[config.mk]
export PLATFORM = sky130hd
export DESIGN_NAME = pcm_sample_port
export DESIGN_NICKNAME = d
export VERILOG_FILES = /design/src/rtl/pcm_port_pkg.sv /design/src/rtl/pcm_in_buffer.sv /design/src/rtl/pcm_out_buffer.sv /design/src/rtl/pcm_event_ctrl.sv /design/src/rtl/pcm_sample_port.sv
export SDC_FILE = /design/constraint.sdc
export NUM_CORES = 1
export LEC_CHECK = 0
export CORE_MARGIN = 3
export CORE_UTILIZATION = 39
export CTS_CLUSTER_SIZE = 8
export DETAILED_ROUTE_END_ITERATION = 8
export PLACE_DENSITY = 0.75
export SLEW_MARGIN = 15
export SYNTH_ARGS = -nofsm -noshare
export SYNTH_HDL_FRONTEND = slang
export SYNTH_SLANG_ARGS = --single-unit
[constraint.sdc]
create_clock -name clk -period 0.8 [get_ports clk]
set_input_delay 0.08 -clock clk [delete_from_list [all_inputs] [get_ports clk]]
set_output_delay 0.08 -clock clk [all_outputs]
set_load 0.03 [all_outputs]
[src/rtl/pcm_port_pkg.sv]
package pcm_port_pkg;
    parameter int PCM_W = 16;

    typedef logic [PCM_W-1:0] pcm_word_t;

    typedef struct packed {
        pcm_word_t hold;
        pcm_word_t work;
    } in_state_t;

    typedef struct packed {
        pcm_word_t shown;
    } out_state_t;

    typedef struct packed {
        logic flag;
        logic in_req;
        logic out_req;
    } evt_state_t;
endpackage

[src/rtl/pcm_in_buffer.sv]
module pcm_in_buffer
    import pcm_port_pkg::*;
(
    input  logic      clk,
    input  logic      rst_n,
    input  logic      sample_strobe,
    input  logic      host_wr,
    input  pcm_word_t host_wdata,
    output pcm_word_t core_word
);
    in_state_t st_d, st_q;

    always_comb begin
        st_d = st_q;
        if (host_wr) begin
            st_d.hold = host_wdata;
        end
        // The core side takes the word held before this edge
        if (sample_strobe) begin
            st_d.work = st_q.hold;
        end
    end

    always_ff @(posedge clk or negedge rst_n) begin
        if (!rst_n) begin
            st_q <= '0;
        end else begin
            st_q <= st_d;
        end
    end

    assign core_word = st_q.work;

    AST_WORK_STEADY: assert property (@(posedge clk) disable iff (!rst_n)
        !sample_strobe |=> $stable(core_word));
    AST_WORK_LOAD: assert property (@(posedge clk) disable iff (!rst_n)
        sample_strobe |=> core_word == $past(st_q.hold));
endmodule

[src/rtl/pcm_out_buffer.sv]
module pcm_out_buffer
    import pcm_port_pkg::*;
(
    input  logic      clk,
    input  logic      rst_n,
    input  logic      sample_strobe,
    input  logic      freeze,
    input  pcm_word_t core_result,
    output pcm_word_t host_rdata
);
    out_state_t st_d, st_q;

    always_comb begin
        st_d = st_q;
        if (sample_strobe && !freeze) begin
            st_d.shown = core_result;
        end
    end

    always_ff @(posedge clk or negedge rst_n) begin
        if (!rst_n) begin
            st_q <= '0;
        end else begin
            st_q <= st_d;
        end
    end

    assign host_rdata = st_q.shown;

    AST_OUT_CAPTURE: assert property (@(posedge clk) disable iff (!rst_n)
        (sample_strobe && !freeze) |=> host_rdata == $past(core_result));
    AST_OUT_IDLE: assert property (@(posedge clk) disable iff (!rst_n)
        !sample_strobe |=> $stable(host_rdata));
    AST_OUT_FROZEN: assert property (@(posedge clk) disable iff (!rst_n)
        (sample_strobe && freeze) |=> $stable(host_rdata));
endmodule

[src/rtl/pcm_event_ctrl.sv]
module pcm_event_ctrl
    import pcm_port_pkg::*;
(
    input  logic clk,
    input  logic rst_n,
    input  logic sample_strobe,
    input  logic freeze,
    input  logic host_rd_status,
    input  logic host_wr_in,
    input  logic host_rd_out,
    input  logic irq_en,
    input  logic dma_in_en,
    input  logic dma_out_en,
    output logic event_flag,
    output logic irq,
    output logic dma_in_req,
    output logic dma_out_req,
    output logic config_error
);
    evt_state_t st_d, st_q;

    always_comb begin
        st_d = st_q;
        // Clears first, so a strobe in the same cycle wins
        if (host_rd_status && !freeze) begin
            st_d.flag = 1'b0;
        end
        if (host_wr_in) begin
            st_d.in_req = 1'b0;
        end
        if (host_rd_out) begin
            st_d.out_req = 1'b0;
        end
        if (sample_strobe) begin
            st_d.flag = 1'b1;
            if (dma_in_en) begin
                st_d.in_req = 1'b1;
            end
            if (dma_out_en) begin
                st_d.out_req = 1'b1;
            end
        end
    end

    always_ff @(posedge clk or negedge rst_n) begin
        if (!rst_n) begin
            st_q <= '0;
        end else begin
            st_q <= st_d;
        end
    end

    assign event_flag   = st_q.flag;
    assign irq          = st_q.flag && irq_en;
    assign dma_in_req   = st_q.in_req && dma_in_en;
    assign dma_out_req  = st_q.out_req && dma_out_en;
    assign config_error = irq_en && (dma_in_en || dma_out_en);

    AST_FLAG_SET: assert property (@(posedge clk) disable iff (!rst_n)
        sample_strobe |=> event_flag);
    AST_FLAG_STICKY: assert property (@(posedge clk) disable iff (!rst_n)
        (event_flag && !host_rd_status) |=> event_flag);
    AST_FLAG_FROZEN: assert property (@(posedge clk) disable iff (!rst_n)
        (event_flag && freeze) |=> event_flag);
    AST_FLAG_CLEAR: assert property (@(posedge clk) disable iff (!rst_n)
        (host_rd_status && !freeze && !sample_strobe) |=> !event_flag);
    AST_IN_REQ_CLEAR: assert property (@(posedge clk) disable iff (!rst_n)
        (host_wr_in && !sample_strobe) |=> !dma_in_req);
    AST_OUT_REQ_CLEAR: assert property (@(posedge clk) disable iff (!rst_n)
        (host_rd_out && !sample_strobe) |=> !dma_out_req);
endmodule

[src/rtl/pcm_sample_port.sv]
module pcm_sample_port
    import pcm_port_pkg::*;
(
    input  logic             clk,
    input  logic             rst_n,
    input  logic             freeze,
    input  logic             sample_strobe,
    input  logic [PCM_W-1:0] core_result,
    output logic [PCM_W-1:0] core_word,
    input  logic             host_wr_in,
    input  logic [PCM_W-1:0] host_wdata,
    input  logic             host_rd_out,
    input  logic             host_rd_status,
    output logic [PCM_W-1:0] host_rdata,
    input  logic             irq_en,
    input  logic             dma_in_en,
    input  logic             dma_out_en,
    output logic             event_flag,
    output logic             irq,
    output logic             dma_in_req,
    output logic             dma_out_req,
    output logic             config_error
);
    pcm_in_buffer u_in (
        .clk           (clk),
        .rst_n         (rst_n),
        .sample_strobe (sample_strobe),
        .host_wr       (host_wr_in),
        .host_wdata    (host_wdata),
        .core_word     (core_word)
    );

    pcm_out_buffer u_out (
        .clk           (clk),
        .rst_n         (rst_n),
        .sample_strobe (sample_strobe),
        .freeze        (freeze),
        .core_result   (core_result),
        .host_rdata    (host_rdata)
    );

    pcm_event_ctrl u_evt (
        .clk            (clk),
        .rst_n          (rst_n),
        .sample_strobe  (sample_strobe),
        .freeze         (freeze),
        .host_rd_status (host_rd_status),
        .host_wr_in     (host_wr_in),
        .host_rd_out    (host_rd_out),
        .irq_en         (irq_en),
        .dma_in_en      (dma_in_en),
        .dma_out_en     (dma_out_en),
        .event_flag     (event_flag),
        .irq            (irq),
        .dma_in_req     (dma_in_req),
        .dma_out_req    (dma_out_req),
        .config_error   (config_error)
    );

    AST_CFG_IRQ_GATE: assert property (@(posedge clk) disable iff (!rst_n)
        (irq && (dma_in_en || dma_out_en)) |-> config_error);
endmodule

==> summary.md <==
The flow ran to the end, but the final reports show violations. The final reports fail on negative setup slack. The part of the total power dissipated in sequential elements is 0.434. STA classifies the critical path endpoint as a primary output. Each instance of the synthesized netlist takes up on average 15.71 um^2. In this run the count of I/O pins placed on the die edge is 79. Overall fraction of global-route tracks in use: 0.1394. The leakage power of the design came out at 1.452 nW.

Synthesis produced 134 cells. The worst setup path is launched from a flop. The cell family contributing the most delay on the critical path was flip-flops. The worst setup path is of the reg2out kind.

The tools report the final setup violation count as 47. The run gives 0.6064 as the proportion of synthesized chip area in sequential cells. Setup repair after global routing could not meet its margin everywhere. The via density per instance is 4.469, and the post-route cell area is 3271 um^2. The TritonCTS sink count is 51, and the time the final worst path needs with I/O delays and setup is 1.043 ns.

The die covers 6314 um^2. The worst hold-check slack was 0.1630 ns. The leftover overflow at the end of global routing was 0; the normalized max-slew margin was 0.8207. The largest voltage drop on the vdd net was 0.001025 V. The logs give 2105 um^2 for the post-synth design cell area and 259 for the final layout net count. The run gives 0 as the number of antenna violations at the first check in global routing.

The share of post-route cells with drive strength above 1 is 0.6193, and the area of the core is 5172 um^2. Entering global routing, the biggest net connects 52 pins. The H-tree was split into 2 levels. After detailed routing, the met2 layer carries 2066 um of wire.

Number of buffers inserted during clock tree synthesis: 5. The part of the total power dissipated in the clock network was 0.280; the number of global-route vias before repair was 1337. The vertical extent of the die works out to 79.46 um. Number of warnings issued by yosys: 0. The logs give 288 for the count of placed standard cells in the final layout, fillers left out and 0.72 ns for the data required time at the worst endpoint. The post-synth net total is 176. For the final database, setup skew stands at 0.001472 ns. The signal arrival time at the worst endpoint was 0.96 ns; the final cycle utilization of the critical path was 1.304. Counting tap cells, the placed design contains a total of 266 instances.

The tools report the part of the power in combinational logic as 0.286. Dividing total power by cell area gives a power density of 2232 nW/um^2. After synthesis the netlist holds a flip-flop and latch count of 51.

The pre-antenna-repair detailed-routing pass consisted of 2 iterations. The critical path goes through and2_4 > buf_6. Leaving out fill and tap cells, the most frequent cell in the layout is sky130_fd_sc_hd__buf_6. The internal power component is 0.005362 W, and the number of slew-limit violations in the final report is 0. For the maximum achievable frequency, the log shows 0.9583 GHz. In this run, the number of DRC markers left after iteration 0 of detailed routing was 28. The detailed router used layers up to and including met4.

Pin slew with the least headroom to its limit: 0.2689 ns. The quantity of I/O buffers inserted on ports is 78, and the final RePlAce weighted congestion is 0.6841. The number of buffers between clock root and the deepest sink is 2, and the final setup slack of the worst path is -0.2435 ns. The run gives 0.007300 W as the final total power.

On the critical path, the stage with the largest delay is an instance of sky130_fd_sc_hd__dfrtp_1. The count of vias placed by the detailed router is 1287, and the number of diodes is 0. The logs give 0 for the remaining number of nets flagged by the antenna check after routing and 4183 um for the total length of routed wires. The switching fraction of total power is 0.2656. After clock tree synthesis, the clock-pin slew on the worst setup and hold paths is 0.08 ns. The tool flagged a number of max-cap violations equal to 0.

The number of different library cells in the post-synthesis netlist was 14. Highest cell delay on the worst timing path: 0.40 ns. For this block, wires on met1 add up to 1696 um.

In the detailed route, the total length drawn on met3 is 370 um. The area growth from synthesis to layout is 55.41%. The layout has 384 filler cells. In the layout the commonest cells are sky130_fd_sc_hd__buf_6, sky130_fd_sc_hd__mux2_2, sky130_fd_sc_hd__dfrtp_1. Cell at the root of the clock tree: sky130_fd_sc_hd__clkbuf_8.

The width of the die works out to 79.46 um. Largest fanout on the critical path: 2. The power spent charging and discharging nets came out at 0.001939 W.

In this run the worst hold path is classified as in2reg. Number of failing hold endpoints at the final stage: 0. In the final routed layout, each cell accounts on average for 14.52 um. The detailed placement HPWL was 2776 um; the row count was 26.

The logs give 0.29 ns for the worst-skew pair later-pin latency and 6610 um for the first-pass GRT wire length. The count of buffering cells on the critical path with inverters included works out to 1. TritonCTS built the clock tree. The tools report the initial standard-cell utilization of the core as 0.4069. The placement-stage cell area was 2808 um^2; the DRC violation count after routing was 0.
## worst min-delay path, stage by stage
cell and delay (ns):
sky130_fd_sc_hd__buf_2 0.11, sky130_fd_sc_hd__buf_4 0.15, sky130_fd_sc_hd__a21o_1 0.08
## registers in the layout, indices dropped and copies added (netlist names)
name	count
u_in.st_q	16
u_out.host_rdata	16
u_evt.st_q	2
u_in.core_word	16
u_evt.event_flag	1
## cell type report
type | count | area [um^2] | share of cell area
Timing Repair Buffer | 98 | 1079 | 0.3298
Sequential cell | 51 | 1296 | 0.3963
Clock inverter | 3 | 67.56 | 0.02066
Inverter | 2 | 7.507 | 0.002295
Tap cell | 70 | 87.58 | 0.02678
Multi-Input combinational cell | 59 | 664.4 | 0.2031
Clock buffer | 5 | 68.82 | 0.02104
## through the flow
step,setup WS (ns),utilization,setup TNS [ns]
2_1_floorplan,-0.08026,-,-1.146
3_3_place_gp,-0.6149,0.5428,-25.58
3_5_place_dp,-0.6281,0.5428,-25.67
4_1_cts,-0.2545,0.6229,-6.309
5_1_grt,-0.2959,0.6323,-7.924
6_report,-0.2435,0.6323,-5.954
## synth_stat cells, drive strengths merged
cell,instances,share of area
dfrtp,51,0.61
o21a,1,0.0036
inv,2,0.0036
nand2b,1,0.0030
buf,22,0.081
a21o,1,0.0036
o21ai,2,0.0048
nand2,2,0.0036
nor2b,1,0.0065
and2,3,0.0089
mux2,48,0.27
## final timing paths
| path | startpoint | end | slack [ns] | depth (start not counted) |
|---|---|---|---|---|
| max reg2reg | u_out.host_rdata[11] | u_out.host_rdata[11] | -0.11 | 2 |
| max in group asynchronous | rst_n | u_out.host_rdata[3] | 0.25 | 3 |
| min reg2reg | u_in.st_q[21] | u_in.core_word[5] | 0.51 | 1 |
| min in group asynchronous | rst_n | u_in.core_word[4] | 0.29 | 3 |
| min | sample_strobe | u_evt.event_flag | 0.16 | 3 |
| max | u_evt.event_flag | irq | -0.24 | 2 |
## kinds of logic (layout without fill, tap and decap cells)
kind of cell / after synthesis / count (layout) / synth area share
flip-flops: 51 / 51 / 0.6064
multiplexers: 48 / 48 / 0.2747
buffers and inverters: 24 / 108 / 0.08502
AND/OR/NAND/NOR: 7 / 7 / 0.02200
AO/OA/AOI/OAI: 4 / 4 / 0.01189
## timing repair
action                     in CTS  in global routing
pin swaps                       2                  0
hold buffers                    1                  0
setup buffers                   8                  3
hold endpoints to repair       51                  0
gates cloned                    2                  0
setup endpoints to repair      85                 54
gates resized for setup        55                  7
## power groups by stage
stage / combinational (W) / clock, W / sequential [W]
final: 0.00209 / 0.00204 / 0.00317
after global routing: 0.00220 / 0.00226 / 0.00322
after CTS: 0.00206 / 0.00211 / 0.00316
after detailed placement: 0.00176 / 0 / 0.00315
after global placement: 0.00173 / 0 / 0.00315
after floorplan: 0.000925 / 0 / 0.00337
## metal layers
metal | up-vias | track usage
met5 | - | 0
met4 | 0 | 0.04124
met3 | 6 | 0.05982
met2 | 54 | 0.2270
met1 | 624 | 0.1672
li1 | 603 | -
Note: power is estimated with default switching activity, not from simulation.
